--- src/rtl/ccp_pkg.sv ---
`timescale 1ns/1ps
package ccp_pkg;

    typedef enum logic [2:0] {
        ST_OFF,
        ST_CAPTURE,
        ST_COMPARE,
        ST_PWM,
        ST_RESERVED
    } ccp_state_e;

    typedef enum logic [1:0] {
        EDGE_FALL   = 2'b00,
        EDGE_RISE   = 2'b01,
        EDGE_RISE_A = 2'b10,
        EDGE_RISE_B = 2'b11
    } edge_sel_e;

    typedef enum logic [2:0] {
        ACT_NONE,
        ACT_TOGGLE,
        ACT_DRIVE_HI,
        ACT_DRIVE_LO,
        ACT_EVENT
    } cmp_act_e;

    localparam logic [3:0] MODE_OFF      = 4'b0000;
    localparam logic [3:0] MODE_CMP_TGL  = 4'b0010;
    localparam logic [3:0] MODE_CMP_HI   = 4'b1000;
    localparam logic [3:0] MODE_CMP_LO   = 4'b1001;
    localparam logic [3:0] MODE_CMP_FLAG = 4'b1010;
    localparam logic [3:0] MODE_CMP_EVT  = 4'b1011;

    function automatic ccp_state_e decode_mode(input logic [3:0] m);
        ccp_state_e s;
        if (m == MODE_OFF)
            s = ST_OFF;
        else if (m[3:2] == 2'b11)
            s = ST_PWM;
        else if (m[3:2] == 2'b10 || m == MODE_CMP_TGL)
            s = ST_COMPARE;
        else if (m[3:2] == 2'b01)
            s = ST_CAPTURE;
        else
            s = ST_RESERVED;
        return s;
    endfunction

endpackage

--- src/rtl/ccp_edge_cap.sv ---
`timescale 1ns/1ps
module ccp_edge_cap
    import ccp_pkg::*;
#(
    parameter int SYNC_N  = 2,
    parameter int PRESC_A = 4,
    parameter int PRESC_B = 16
) (
    input  logic      clk,
    input  logic      rst_n,
    input  logic      clr,
    input  logic      en,
    input  edge_sel_e sel,
    input  logic      pin_in,
    output logic      hit
);
    localparam int PS_W = $clog2(PRESC_B);
    localparam logic [PS_W-1:0] LAST_A = PS_W'(PRESC_A - 1);
    localparam logic [PS_W-1:0] LAST_B = PS_W'(PRESC_B - 1);

    logic [SYNC_N-1:0] sync_q;
    logic              prev_q;
    logic [PS_W-1:0]   ps_q;
    logic              pin_s;
    logic              rise;
    logic              fall;
    logic              edge_seen;
    logic [PS_W-1:0]   last;

    // synchronizer chain, one stage per flop
    genvar g;
    generate
        for (g = 0; g < SYNC_N; g++) begin : g_sync
            if (g == 0) begin : g_first
                always_ff @(posedge clk or negedge rst_n) begin
                    if (!rst_n) sync_q[0] <= 1'b0;
                    else        sync_q[0] <= pin_in;
                end
            end else begin : g_next
                always_ff @(posedge clk or negedge rst_n) begin
                    if (!rst_n) sync_q[g] <= 1'b0;
                    else        sync_q[g] <= sync_q[g-1];
                end
            end
        end
    endgenerate

    assign pin_s = sync_q[SYNC_N-1];

    always_ff @(posedge clk or negedge rst_n) begin
        if (!rst_n) prev_q <= 1'b0;
        else        prev_q <= pin_s;
    end

    assign rise = pin_s & ~prev_q;
    assign fall = ~pin_s & prev_q;

    always_comb begin
        unique case (sel)
            EDGE_FALL:   begin edge_seen = fall; last = '0;     end
            EDGE_RISE:   begin edge_seen = rise; last = '0;     end
            EDGE_RISE_A: begin edge_seen = rise; last = LAST_A; end
            EDGE_RISE_B: begin edge_seen = rise; last = LAST_B; end
            default:     begin edge_seen = 1'b0; last = '0;     end
        endcase
    end

    assign hit = en && edge_seen && (ps_q == last);

    always_ff @(posedge clk or negedge rst_n) begin
        if (!rst_n)
            ps_q <= '0;
        else if (clr)
            ps_q <= '0;
        else if (en && edge_seen)
            ps_q <= (ps_q == last) ? '0 : ps_q + 1'b1;
    end

endmodule

--- src/rtl/ccp_cmp_eval.sv ---
`timescale 1ns/1ps
module ccp_cmp_eval
    import ccp_pkg::*;
#(
    parameter int TMR_W = 16
) (
    input  logic             en,
    input  logic [3:0]       mode,
    input  logic [TMR_W-1:0] tmr_val,
    input  logic [TMR_W-1:0] cmp_val,
    output logic             hit,
    output cmp_act_e         act
);
    logic match;

    assign match = en && (tmr_val == cmp_val);
    assign hit   = match;

    always_comb begin
        act = ACT_NONE;
        if (match) begin
            unique case (mode)
                MODE_CMP_TGL:  act = ACT_TOGGLE;
                MODE_CMP_HI:   act = ACT_DRIVE_HI;
                MODE_CMP_LO:   act = ACT_DRIVE_LO;
                MODE_CMP_EVT:  act = ACT_EVENT;
                default:       act = ACT_NONE;
            endcase
        end
    end

endmodule

--- src/rtl/ccp_pwm_gen.sv ---
`timescale 1ns/1ps
module ccp_pwm_gen #(
    parameter int PWM_W = 8,
    parameter int PRE_W = 2
) (
    input  logic                   clk,
    input  logic                   rst_n,
    input  logic                   clr,
    input  logic                   en,
    input  logic [PWM_W+PRE_W-1:0] duty_buf,
    input  logic [PWM_W-1:0]       cnt,
    input  logic [PRE_W-1:0]       pre,
    input  logic [PWM_W-1:0]       prd,
    output logic                   level
);
    localparam int DW = PWM_W + PRE_W;

    logic [DW-1:0] tb;
    logic [DW-1:0] duty_q;
    logic          prd_end;

    assign tb      = {cnt, pre};
    assign prd_end = (tb == {prd, {PRE_W{1'b1}}});

    always_ff @(posedge clk or negedge rst_n) begin
        if (!rst_n)
            duty_q <= '0;
        else if (clr)
            duty_q <= '0;
        else if (en && prd_end)
            duty_q <= duty_buf;
    end

    assign level = (tb < duty_q);

endmodule

--- src/rtl/ccp_unit.sv ---
`timescale 1ns/1ps
module ccp_unit
    import ccp_pkg::*;
#(
    parameter int TMR_W   = 16,
    parameter int PWM_W   = 8,
    parameter int PRE_W   = 2,
    parameter int SYNC_N  = 2,
    parameter int PRESC_A = 4,
    parameter int PRESC_B = 16,
    parameter int RD_W    = 8
) (
    input  logic               clk,
    input  logic               rst_n,
    input  logic               ctl_wr,
    input  logic [PRE_W+3:0]   ctl_wdata,
    input  logic               lo_wr,
    input  logic [TMR_W/2-1:0] lo_wdata,
    input  logic               hi_wr,
    input  logic [TMR_W/2-1:0] hi_wdata,
    input  logic               flag_clr,
    input  logic [TMR_W-1:0]   tmr_val,
    input  logic [PWM_W-1:0]   pwm_cnt,
    input  logic [PRE_W-1:0]   pwm_pre,
    input  logic [PWM_W-1:0]   pwm_prd,
    input  logic               pin_in,
    output logic               pin_out,
    output logic               irq_flag,
    output logic               evt_pulse,
    output logic [RD_W-1:0]    ctl_rd,
    output logic [TMR_W-1:0]   data_q
);
    localparam int HALF  = TMR_W / 2;
    localparam int CTL_W = PRE_W + 4;
    localparam int DW    = PWM_W + PRE_W;

    ccp_state_e       st_q;
    ccp_state_e       st_d;
    logic [CTL_W-1:0] ctl_q;
    logic [TMR_W-1:0] data_r;
    logic             flag_q;
    logic             evt_q;
    logic             pin_q;

    logic             cap_en;
    logic             cmp_en;
    logic             pwm_en;
    logic             off_clr;
    logic             cap_hit;
    logic             cmp_hit;
    cmp_act_e         cmp_act;
    logic             pwm_level;
    logic [DW-1:0]    duty_buf;
    logic             enter_lo;
    logic             enter_hi;

    // next-state: every control write reloads the state from the mode field
    always_comb begin
        st_d = st_q;
        if (ctl_wr)
            st_d = decode_mode(ctl_wdata[3:0]);
    end

    // state register
    always_ff @(posedge clk or negedge rst_n) begin
        if (!rst_n) st_q <= ST_OFF;
        else        st_q <= st_d;
    end

    // state-driven enables
    always_comb begin
        cap_en  = 1'b0;
        cmp_en  = 1'b0;
        pwm_en  = 1'b0;
        off_clr = 1'b0;
        unique case (st_q)
            ST_OFF:      off_clr = 1'b1;
            ST_CAPTURE:  cap_en  = 1'b1;
            ST_COMPARE:  cmp_en  = 1'b1;
            ST_PWM:      pwm_en  = 1'b1;
            ST_RESERVED: ;
            default:     ;
        endcase
    end

    always_ff @(posedge clk or negedge rst_n) begin
        if (!rst_n)      ctl_q <= '0;
        else if (ctl_wr) ctl_q <= ctl_wdata;
    end

    assign ctl_rd = {{(RD_W-CTL_W){1'b0}}, ctl_q};

    ccp_edge_cap #(
        .SYNC_N  (SYNC_N),
        .PRESC_A (PRESC_A),
        .PRESC_B (PRESC_B)
    ) u_cap (
        .clk    (clk),
        .rst_n  (rst_n),
        .clr    (off_clr),
        .en     (cap_en),
        .sel    (edge_sel_e'(ctl_q[1:0])),
        .pin_in (pin_in),
        .hit    (cap_hit)
    );

    ccp_cmp_eval #(
        .TMR_W (TMR_W)
    ) u_cmp (
        .en      (cmp_en),
        .mode    (ctl_q[3:0]),
        .tmr_val (tmr_val),
        .cmp_val (data_r),
        .hit     (cmp_hit),
        .act     (cmp_act)
    );

    assign duty_buf = {data_r[PWM_W-1:0], ctl_q[CTL_W-1:4]};

    ccp_pwm_gen #(
        .PWM_W (PWM_W),
        .PRE_W (PRE_W)
    ) u_pwm (
        .clk      (clk),
        .rst_n    (rst_n),
        .clr      (off_clr),
        .en       (pwm_en),
        .duty_buf (duty_buf),
        .cnt      (pwm_cnt),
        .pre      (pwm_pre),
        .prd      (pwm_prd),
        .level    (pwm_level)
    );

    // data register: capture loads the timer, otherwise byte writes
    always_ff @(posedge clk or negedge rst_n) begin
        if (!rst_n) begin
            data_r <= '0;
        end else if (cap_hit) begin
            data_r <= tmr_val;
        end else begin
            if (lo_wr) data_r[HALF-1:0]     <= lo_wdata;
            if (hi_wr) data_r[TMR_W-1:HALF] <= hi_wdata;
        end
    end

    assign data_q = data_r;

    // sticky flag, set beats clear
    always_ff @(posedge clk or negedge rst_n) begin
        if (!rst_n)                 flag_q <= 1'b0;
        else if (cap_hit || cmp_hit) flag_q <= 1'b1;
        else if (flag_clr)          flag_q <= 1'b0;
    end

    always_ff @(posedge clk or negedge rst_n) begin
        if (!rst_n) evt_q <= 1'b0;
        else        evt_q <= (cmp_act == ACT_EVENT);
    end

    assign enter_lo = ctl_wr && (ctl_wdata[3:0] == MODE_CMP_HI);
    assign enter_hi = ctl_wr && (ctl_wdata[3:0] == MODE_CMP_LO);

    // output process: pin register by state
    always_ff @(posedge clk or negedge rst_n) begin
        if (!rst_n) begin
            pin_q <= 1'b0;
        end else if (enter_lo) begin
            pin_q <= 1'b0;
        end else if (enter_hi) begin
            pin_q <= 1'b1;
        end else begin
            unique case (st_q)
                ST_OFF:      pin_q <= 1'b0;
                ST_PWM:      pin_q <= pwm_level;
                ST_COMPARE: begin
                    unique case (cmp_act)
                        ACT_TOGGLE:   pin_q <= ~pin_q;
                        ACT_DRIVE_HI: pin_q <= 1'b1;
                        ACT_DRIVE_LO: pin_q <= 1'b0;
                        default:      pin_q <= pin_q;
                    endcase
                end
                ST_CAPTURE:  pin_q <= pin_q;
                ST_RESERVED: pin_q <= pin_q;
                default:     pin_q <= pin_q;
            endcase
        end
    end

    assign pin_out   = pin_q;
    assign irq_flag  = flag_q;
    assign evt_pulse = evt_q;

endmodule

--- config.mk ---
export PLATFORM = sky130hd
export DESIGN_NAME = ccp_unit
export DESIGN_NICKNAME = d
export VERILOG_FILES = /design/src/rtl/ccp_pkg.sv /design/src/rtl/ccp_edge_cap.sv /design/src/rtl/ccp_cmp_eval.sv /design/src/rtl/ccp_pwm_gen.sv /design/src/rtl/ccp_unit.sv
export SDC_FILE = /design/constraint.sdc
export NUM_CORES = 1
export LEC_CHECK = 0
export BUFFER_PORTS_ARGS = -buffer_cell sky130_fd_sc_hd__buf_4
export CAP_MARGIN = 20
export CORE_ASPECT_RATIO = 1.1
export CORE_MARGIN = 8
export CORE_UTILIZATION = 46
export DETAILED_ROUTE_END_ITERATION = 7
export GPL_TIMING_DRIVEN = 0
export PLACE_DENSITY = 0.77
export SETUP_SLACK_MARGIN = 0.05
export SYNTH_ARGS = -nofsm -noshare
export SYNTH_HDL_FRONTEND = slang
export SYNTH_SLANG_ARGS = --single-unit
--- constraint.sdc ---
create_clock -name clk -period 1.5 [get_ports clk]
set_input_delay 0 -clock clk [delete_from_list [all_inputs] [get_ports clk]]
set_output_delay 0 -clock clk [all_outputs]
set_load 0.05 [all_outputs]
==> out/qor.csv, run 1 <==
stage,metric,value,unit
detailed_routing,dr.first_iter.drc_count,107,
floorplanning,coreArea,5660,um^2
logic_synthesis,synth_cell_types,44,
floorplanning,top_level_ports,90,
logic_synthesis,synthCells,266,
logic_synthesis,yosys_warnings,0,
finish,fillers,378,
place,io_buffers,85,
finish,layout.nets,483,
grt,grt_pass1_vias,2763,
finish,fin_area,4335,um^2
floorplanning,start_util,46.62,%
floorplanning,fp.dieH,95.44,um
timing,layout_min_cycle_time,1.725,ns
timing,finalHoldViolCount,1,
critical_path,cp_slowest_cell,dfrtp_2,
timing,max_freq,579.5,MHz
detailed_routing,wire_per_inst,18.47,um
clock_network,clockBufferDepth,2,
grt,antenna_found_initial,0,
clock_network,clkSinkCount,45,
place,place_area,3411,um^2
finish,syn2layout_area_growth,64.30,%
finish,final_layout_size_suffix_gt1_share,48.42,%
timing,grt_setup_unrepaired,true,
clock_network,cts-buffers-inserted,5,
run_status,violations,"negative hold slack, negative setup slack",
clock_network,cts_htree_levels,2,
logic_synthesis,synth.top_cell.area_share,42.67,%
detailed_routing,drt_first_pass_iters,4,
critical_path,cpPeakStageDelay,0.45,ns
clock_network,cts_tree,built,
logic_synthesis,synth_edf_count,0,
logic_synthesis,synthArstFlopShare,100.0,%
finish,postLayoutCoreUtil,76.59,%
floorplanning,rows,29,
logic_synthesis,synthesis.area,2639,um^2
critical_path,cp_cell_sequence,xnor2_1 -> nand4_1 -> nor4_2 -> nand3_1 -> o21a_1 -> a221oi_2,
timing,max_slew_margin,55.54,%
timing,tightest_slew,0.6669,ns
critical_path,cp_max_fo,4,
detailed_routing,via_count,2584,
clock_network,cts_root_buf,clkbuf_8,
critical_path,worstPathRequired,1.71,ns
detailed_routing,drc_errors,0,
grt,grt_overflow_total,0,
logic_synthesis,ys_seq_area_share,42.67,%
job,maxCapViolations,0,
timing,fin_crit_sh,115.0,%
logic_synthesis,yosys_most_used_dff,dfrtp_1,
timing,finalClockSkew,0.01234,ns
floorplanning,die-area,8419,um^2
logic_synthesis,synth.largest_area_cell,dfrtp_1,
critical_path,critPathKind,register to register,
grt,grt_first_pass_wirelength,13160,um
detailed_routing,drt-total-wl,9011,um
place,dp_hpwl,5441,um
timing,report.final.slew_viol_count,0,
timing,setup-violations-final,26,
logic_synthesis,synthTopCellsByCount,"dfrtp_1, nor2_1, a21oi_1, inv_1, mux2i_1",
logic_synthesis,synth-seq-cells,45,
critical_path,worstPathArrival,1.93,ns
timing,hold_ws,-0.001278,ns
floorplanning,die_w,88.22,um
logic_synthesis,netlist_top_cells_area,"dfrtp_1, mux2i_1, mux2_2",
detailed_routing,viasPerCell,5.295,
finish,insertedDiodeCount,0,
grt,grt_usage,19.97,%
pwr,p_leak,1.989,nW
clock_network,clkLatencyLatePin,0.30,ns
critical_path,crit_family,simple AND/OR/NAND/NOR gates,
logic_synthesis,yosysMostFrequentCell,dfrtp_1,
logic_synthesis,syn_area_per_cell,9.920,um^2
place,place.gp.congestion,0.8266,
critical_path,path_buf_inv,0,
detailed_routing,ant_nets,0,
clock_network,clkSlewWorstSetupHoldPaths,0.09,ns
grt,grt_max_degree,46,
min_path,worstHoldPathType,input pin to register,
critical_path,crit_path_start_kind,register,
pwr,ir_worst_vdd,499.2,uV
pwr,p_per_area,786.5,nW/um^2
run_status,status,"finished, violations left",
timing,setup_ws,-0.2255,ns
critical_path,cp-end-kind,register,
layout make-up:
type	instances	area [um^2]	area share [%]
buffer	12	118.9	2.742
clock buffer	8	80.08	1.847
sequential	45	1137	26.23
inverter	17	63.81	1.472
timing repair buffer	137	1180	27.21
tap	77	96.34	2.222
multi-input combinational	192	1659	38.27
timing repair:
action / CTS / global route
hold buffers: 28 / 0
endpoints found under the setup margin: 33 / 33
pin swaps: 13 / 11
gates cloned: 2 / 2
endpoints found under the hold margin: 72 / 0
buffers inserted: 17 / 4
resized for setup: 49 / 36
flip-flops by register name, indices dropped and copies added (netlist names), 3 cells and up:
signal and flops:
data_q 16, ctl_q 6, u_cap.ps_q 4, u_pwm.duty_q 10, st_q 3
layer usage:
layer	vias to the layer above	wire length (um)	track usage, %
met3	21	464	4.828
met4	0	267	5.924
li1	1199	-	-
met2	82	4872	36.76
met1	1282	3406	22.00
met5	-	0	0
final timing paths:
path / from / to / slack (ns) / cells after the start
max in group asynchronous: rst_n / data_q[2]$_DFFE_PN0P_ / 0.82 / 2
hold / removal: hi_wdata[3] / data_q[11]$_DFFE_PN0P_ / -0.001 / 3
hold reg to reg: u_cap.sync_q[0]$_DFF_PN0_ / u_cap.pin_s$_DFF_PN0_ / 0.37 / 0
setup reg to reg: data_q[2]$_DFFE_PN0P_ / pin_out$_DFFE_PN0P_ / -0.23 / 6
setup / recovery: data_q[2]$_DFFE_PN0P_ / pin_out$_DFFE_PN0P_ / -0.23 / 6
min in group asynchronous: rst_n / ctl_q[4]$_DFFE_PN0P_ / 0.25 / 2
kinds of logic after synthesis:
logic type,Yosys count,share of synthesized area (%)
adders and majority gates,10,4.742
xor gates and xnor gates,25,8.298
DFF,45,42.67
AOI/OAI and AO/OA,47,11.19
buffers and inverters,30,6.306
and+or+nand+nor,79,15.08
other,1,0.1421
muxes,29,11.57
metrics by stage:
step / TNS, ns / instances / power [mW] / setup WS, ns
final: -2.249 / 488 / 3.410 / -0.2255
after global placement: -6.670 / 429 / 2.409 / -0.4082
after global routing: -4.329 / 488 / 3.535 / -0.3149
after detailed placement: -8.344 / 429 / 2.432 / -0.4588
after CTS: -1.473 / 483 / 3.310 / -0.1363
after floorplan: -3.898 / 267 / 2.034 / -0.2088
where the power goes:
| part | leakage, nW | internal (mW) | switching (mW) |
|---|---|---|---|
| Clock | 0.0395 | 0.332 | 0.409 |
| Combinational | 1.40 | 0.545 | 0.692 |
| Sequential | 0.554 | 1.31 | 0.123 |
| Total | 1.99 | 2.19 | 1.22 |
worst min-delay path: stages:
cell     delay, ns
buf_4         0.07
mux2i_1       0.07
a21oi_2       0.13
cells in the final DEF, fill, tap and decap left out, types with 2 or more instances in the layout:
cell	instances
inv_2	2
clkbuf_16	2
nand3_2	4
clkbuf_1	4
nand3_1	3
nor2b_1	3
o21ai_0	9
xnor2_1	12
nand4_1	3
mux2i_1	17
xor2_1	12
conb_1	2
dfrtp_2	9
nor2_2	2
nand3b_1	2
mux2_2	12
dfrtp_1	36
a21oi_1	10
nand2_1	9
a21oi_2	13
o21ai_1	2
ha_1	9
buf_1	2
dlygate4sd3_1	28
nor2_1	18
a31oi_1	2
nor3_1	2
clkbuf_8	6
nand2b_1	2
buf_8	3
nor2_4	17
buf_4	101
nor3_4	2
inv_1	15
buf_6	10
nor4_4	2
Note: power is estimated with default switching activity, not from simulation.
==> run 2, diff against run 1 <==
--- a/config.mk
+++ b/config.mk
@@ -12,7 +12,9 @@
 export CORE_UTILIZATION = 46
 export DETAILED_ROUTE_END_ITERATION = 7
 export GPL_TIMING_DRIVEN = 0
+export HOLD_SLACK_MARGIN = 0.02
 export PLACE_DENSITY = 0.77
+export REMOVE_ABC_BUFFERS = 1
 export SETUP_SLACK_MARGIN = 0.05
 export SYNTH_ARGS = -nofsm -noshare
 export SYNTH_HDL_FRONTEND = slang
==> run 2 against run 1 <==
The run still ends with negative hold slack, negative setup slack left; cell area rose by 5.5%; clock skew fell by 0.0031 ns; sequential share of layout area fell by 1.4 points; final cell count rose by 3.9%; worst setup slack got worse by 0.20 ns; die area did not move; non-clock buffer count rose by 19; flip-flop and latch count did not move; critical path type unchanged; critical endpoint unchanged.
==> out/qor.csv, run 2 (synthesis gave the netlist of run 1 again) <==
stage,metric,value,unit,change
timing,hold_ws,-0.03305,ns,-0.03177 ns
pwr,total_power,3.766,mW,+10%
critical_path,reg2reg_from,data_q[15]$_DFFE_PN0P_,,
detailed_routing,dr.first_iter.drc_count,157,,+47%
pwr,clkPwrFrac,26.9,%,+5.2 points
grt,grt_overflow_total,0,,unchanged
critical_path,worstPathRequired,1.72,ns,about the same
floorplanning,die_w,88.22,um,unchanged
critical_path,crit_path_start_kind,register,,
finish,final_common_cell,buf_4,,
timing,grt_setup_unrepaired,true,,
clock_network,cts_htree_levels,2,,unchanged
clock_network,clockBufferDepth,2,,unchanged
critical_path,critPathKind,register to register,,
grt,grt_usage,22.55,%,+2.6 points
detailed_routing,viasPerCell,5.517,,+4.2%
min_path,hold_end,ctl_q[0]$_DFFE_PN0P_,,
critical_path,r2r-end,pin_out$_DFFE_PN0P_,,
timing,setup-violations-final,31,,+19%
detailed_routing,wire_per_inst,20.46,um,+11%
timing,report.final.slew_viol_count,0,,unchanged
timing,fin_crit_sh,128.5,%,+13 points
min_path,worstHoldStart,ctl_wr,,
clock_network,cts-buffers-inserted,5,,unchanged
critical_path,cpPeakStageDelay,0.42,ns,-0.03 ns
min_path,hold_depth,2,,-1
place,place.gp.congestion,0.8439,,+2.1%
timing,layout_min_cycle_time,1.927,ns,+0.2013 ns
timing,setup_ws,-0.4268,ns,-0.2013 ns
place,pre_cts_ws,-0.4520,ns,+0.006747 ns
clock_network,cts_tree,built,,
floorplanning,coreArea,5660,um^2,unchanged
critical_path,path_buf_inv,0,,unchanged
finish,layout.nets,502,,+3.9%
pwr,sw_frac_of_total,35.27,%,-0.64 points
critical_path,cp_slowest_cell,dfrtp_1,,
clock_network,clkSlewWorstSetupHoldPaths,0.09,ns,about the same
timing,tightest_slew,0.7005,ns,+0.03352 ns
clock_network,clkSinkCount,45,,unchanged
floorplanning,top_level_ports,90,,unchanged
critical_path,worstPathArrival,2.15,ns,+0.22 ns
grt,antenna_found_initial,0,,unchanged
pwr,p_per_area,823.6,nW/um^2,+4.7%
grt,grt_pass1_vias,2978,,+7.8%
floorplanning,fp.dieH,95.44,um,unchanged
detailed_routing,via_count,2797,,+8.2%
finish,instances_no_fill,507,,+3.9%
pwr,ir_worst_vdd,585.0,uV,+17%
detailed_routing,drc_errors,0,,unchanged
finish,final_layout_size_suffix_gt1_share,47.21,%,-1.2 points
min_path,worstHoldPathType,input pin to register,,
critical_path,r2r_slack,-0.43,ns,-0.20 ns
pwr,p_seq_share,38.4,%,-3.6 points
place,dpl.cell_count,419,,-2.3%
pwr,p_leak,2.127,nW,+6.9%
critical_path,crit_family,simple AND/OR/NAND/NOR gates,,
finish,layout_common_cells,"buf_4, dlygate4sd3_1, dfrtp_1, nor2_1, mux2i_1",,
place,io_buffers,87,,+2.4%
clock_network,clkLatencyLatePin,0.32,ns,+0.02 ns
critical_path,cp_cell_sequence,xnor2_1 -> nand4_1 -> nor4_4 -> nand3_2 -> o21a_1 -> a221oi_2,,
grt,grt_first_pass_wirelength,14500,um,+10%
timing,finalClockSkew,0.009199,ns,-0.003144 ns
job,maxCapViolations,0,,unchanged
grt,grt_max_degree,46,,unchanged
timing,finalHoldViolCount,1,,unchanged
critical_path,rr_worst_depth,6,,unchanged
pwr,internal_power,2.438,mW,+12%
run_status,status,"finished, violations left",,
clock_network,cts_root_buf,clkbuf_8,,
place,dp_hpwl,5084,um,-6.6%
pwr,p_comb_share,34.7,%,-1.6 points
floorplanning,die-area,8419,um^2,unchanged
timing,max_slew_margin,52.67,%,-2.9 points
run_status,violations,"negative hold slack, negative setup slack",,
critical_path,cp-end-kind,register,,
detailed_routing,drt_first_pass_iters,4,,unchanged
timing,setup_tns,-5.500,ns,-3.251 ns
critical_path,cp_max_fo,3,,-1
finish,largest_register_ffs,16,,unchanged
floorplanning,rows,29,,unchanged
floorplanning,start_util,46.62,%,unchanged
finish,syn2layout_area_growth,73.31,%,
detailed_routing,ant_nets,0,,unchanged
detailed_routing,drt-total-wl,10370,um,+15%
pwr,p_switching,1.328,mW,+8.5%
finish,insertedDiodeCount,0,,unchanged
timing,max_freq,519.0,MHz,-10%
==> run 2: changes by cell type in the layout (fill, tap and decap cells not counted), sizes merged <==
cell	change
buf	+5
bufinv	+1
clkbuf	-6
clkinvlp	+1
dlygate4sd3	+17
dlymetal6s4s	+1
==> run 2: stage by stage <==
stage	area (um^2)	util, %
finish	4573	80.79
global route	4573	80.79
CTS	4282	75.64
detailed placement	3309	58.47
global placement	3289	58.11
floorplan	2540	-
==> run 2: worst max-delay path by stage <==
stage | start | end | slack, ns | cells past startpoint
floorplan | ctl_q[0]$_DFFE_PN0P_ | data_q[0]$_DFFE_PN0P_ | -0.71 | 6
finish | data_q[15]$_DFFE_PN0P_ | pin_out$_DFFE_PN0P_ | -0.43 | 6
global placement | ctl_q[1]$_DFFE_PN0P_ | irq_flag$_DFFE_PN0P_ | -0.80 | 5
global route | data_q[15]$_DFFE_PN0P_ | pin_out$_DFFE_PN0P_ | -0.49 | 6
detailed placement | ctl_q[1]$_DFFE_PN0P_ | data_q[7]$_DFFE_PN0P_ | -0.45 | 6
CTS | data_q[2]$_DFFE_PN0P_ | pin_out$_DFFE_PN0P_ | -0.19 | 6
==> run 2: routing by layer <==
metal  vias up  track usage, %  part of all wire (%)
li1       1244               -                     -
met1      1382           22.69                    35
met2       124           41.12                    54
met3        47           6.638                   6.1
met4         0           11.42                   4.6
met5         -               0                     0
==> run 2: power by group through the flow <==
stage,Sequential (mW),Combinational (mW),Clock [mW]
6_report,1.45,1.31,1.01
4_1_cts,1.42,1.15,1.00
5_1_grt,1.45,1.38,1.06
3_3_place_gp,1.44,0.934,0
3_5_place_dp,1.44,0.950,0
2_1_floorplan,1.69,0.299,0
==> run 2: area by class of cell <==
type	instances	area, um^2
multi-input cells	192	1647
repair buffers	168	1510
flip-flops and latches	45	1134
fillers	326	1087
well taps	77	96.34
clock buffers	6	82.58
inverters	17	66.31
clock inverters	2	37.54
==> run 2: what timing repair did <==
| item | in CTS | in global routing |
|---|---|---|
| hold buffers | 45 | 2 |
| gates resized for setup | 47 | 43 |
| hold endpoints to repair | 73 | 1 |
| pin swaps | 20 | 14 |
| cloned | 3 | 0 |
| setup buffers | 20 | 12 |
| endpoints found under the setup margin | 33 | 34 |
==> run 3, diff against run 2 <==
--- a/config.mk
+++ b/config.mk
@@ -16,6 +16,8 @@
 export PLACE_DENSITY = 0.77
 export REMOVE_ABC_BUFFERS = 1
 export SETUP_SLACK_MARGIN = 0.05
+export SKIP_CTS_REPAIR_TIMING = 1
+export SLEW_MARGIN = 15
 export SYNTH_ARGS = -nofsm -noshare
 export SYNTH_HDL_FRONTEND = slang
 export SYNTH_SLANG_ARGS = --single-unit
==> run 3 against run 2 <==
The run still ends with negative hold slack, negative setup slack left; worst setup slack gained 0.19 ns; flip-flop and latch count unchanged; cell area fell by 6.2%; critical path depth stayed put; clock-buffer cell count down 1; wire length fell by 11%; via count decreased by 6.0%; clock power up 11%; largest cell class unchanged.
==> out/qor.csv, run 3 (synthesis gave the netlist of run 1 again) <==
stage,metric,value,unit,change
run_status,status,"finished, violations left",,
run_status,violations,"negative hold slack, negative setup slack",,
finish,final_common_cell,buf_4,,
critical_path,critPathKind,register to register,,
finish,insertedDiodeCount,0,,unchanged
job,maxCapViolations,0,,unchanged
timing,fin_crit_sh,115.9,%,-13 points
critical_path,cp-end-kind,register,,
grt,grt_max_degree,46,,unchanged
min_path,worstHoldPathType,input pin to register,,
timing,tightest_slew,0.6552,ns,-0.04530 ns
floorplanning,coreArea,5660,um^2,unchanged
finish,syn2layout_area_growth,62.64,%,
detailed_routing,via_count,2630,,-6.0%
critical_path,startpoint,data_q[15]$_DFFE_PN0P_,,
place,io_buffers,87,,unchanged
timing,hold_ws,-0.02789,ns,+0.005166 ns
critical_path,cp_max_fo,3,,unchanged
clock_network,cts-buffers-inserted,5,,unchanged
detailed_routing,drc_errors,0,,unchanged
clock_network,clockBufferDepth,2,,unchanged
timing,setup_ws,-0.2381,ns,+0.1887 ns
clock_network,clkSlewWorstSetupHoldPaths,0.10,ns,about the same
detailed_routing,dr.first_iter.drc_count,117,,-25%
detailed_routing,wire_per_inst,18.92,um,-7.6%
timing,max_slew_margin,55.73,%,+3.1 points
detailed_routing,viasPerCell,5.378,,-2.5%
place,dp_hpwl,5116,um,+0.63%
timing,report.final.slew_viol_count,0,,unchanged
floorplanning,rows,29,,unchanged
floorplanning,die-area,8419,um^2,unchanged
detailed_routing,drt_first_pass_iters,4,,unchanged
timing,finalClockSkew,0.01193,ns,+0.002727 ns
floorplanning,fp.dieH,95.44,um,unchanged
min_path,worstHoldStart,tmr_val[2],,
clock_network,cts_root_buf,clkbuf_8,,
critical_path,worstPathRequired,1.71,ns,about the same
floorplanning,top_level_ports,90,,unchanged
clock_network,clkSinkCount,45,,unchanged
timing,setup-violations-final,32,,+3.2%
grt,grt_first_pass_wirelength,10600,um,-27%
grt,grt_overflow_total,0,,unchanged
detailed_routing,ant_nets,0,,unchanged
critical_path,worstPathArrival,1.95,ns,-0.20 ns
place,place.gp.congestion,0.8439,,unchanged
detailed_routing,drt-total-wl,9250,um,-11%
critical_path,crit_path_start_kind,register,,
pwr,p_per_area,875.0,nW/um^2,+6.2%
pwr,p_leak,1.987,nW,-6.6%
timing,layout_min_cycle_time,1.738,ns,-0.1887 ns
grt,antenna_found_initial,0,,unchanged
clock_network,clkLatencyLatePin,0.31,ns,about the same
clock_network,cts_htree_levels,2,,unchanged
clock_network,cts_tree,built,,
grt,grt_pass1_vias,2340,,-21%
floorplanning,start_util,46.62,%,unchanged
grt,grt_usage,15.89,%,-6.7 points
timing,grt_setup_unrepaired,true,,
finish,layout.nets,484,,-3.6%
timing,max_freq,575.3,MHz,+11%
finish,postLayoutCoreUtil,75.82,%,-5.0 points
critical_path,reg2reg_from,data_q[15]$_DFFE_PN0P_,,
finish,largest_register_ffs,16,,unchanged
floorplanning,die_w,88.22,um,unchanged
pwr,ir_worst_vdd,494.0,uV,-16%
finish,final_layout_size_suffix_gt1_share,44.17,%,-3.0 points
timing,finalHoldViolCount,1,,unchanged
finish,layout_common_cells,"buf_4, dfrtp_1, dlygate4sd3_1, nor2_1, mux2i_1",,
## run 3: final cells by class
type	instances	area [um^2]
tap	77	96.34
fill	384	1369
sequential	45	1129
timing repair buffer	150	1287
clock inverter	3	68.82
inverter	17	63.81
multi-input combinational	192	1578
clock buffer	5	68.82
## run 3: report_power, final
group / total, mW / internal [mW] / switching (mW) / leakage [nW]
logic: 1.20 / 0.526 / 0.674 / 1.36
clock network: 1.12 / 0.671 / 0.449 / 0.0687
registers: 1.44 / 1.30 / 0.131 / 0.562
## run 3: critical path, cell delays in order, from the launching register on
cell	delay, ns
dfrtp_1	0.41
xnor2_1	0.20
nand4_1	0.21
nor4_4	0.26
nand3_2	0.16
o21a_1	0.22
a221oi_2	0.18
## run 3: path summary, 6_finish.rpt
path | endpoint | slack [ns] | cells after the start
max in group asynchronous | ctl_q[0]$_DFFE_PN0P_ | 0.87 | 2
max reg2reg | pin_out$_DFFE_PN0P_ | -0.24 | 6
max | pin_out$_DFFE_PN0P_ | -0.24 | 6
min | data_q[2]$_DFFE_PN0P_ | -0.03 | 3
min reg2reg | u_cap.pin_s$_DFF_PN0_ | 0.37 | 0
min in group asynchronous | ctl_q[3]$_DFFE_PN0P_ | 0.23 | 2
## run 3: metal layers
layer  routed length (um)  track usage [%]  vias to the layer above  part of all wire [%]
met1                 3288            17.36                     1303                    36
met3                  534            5.948                       28                   5.8
met4                  340            5.078                        0                   3.7
met5                    0                0                        -                     0
met2                 5087            27.73                       98                    55
li1                     -                -                     1201                     -
## run 3: stage by stage
stage | power, mW | cells | setup slack (ns) | instance area [um^2] | TNS [ns]
2_1_floorplan | 1.990 | 254 | -0.7058 | 2540 | -14.39
5_1_grt | 3.901 | 489 | -0.3160 | 4292 | -6.928
3_5_place_dp | 2.396 | 420 | -0.5434 | 3317 | -12.81
3_3_place_gp | 2.373 | 418 | -0.8044 | 3289 | -22.07
6_report | 3.755 | 489 | -0.2381 | 4292 | -4.816
4_1_cts | 3.507 | 428 | -0.5623 | 3455 | -13.43
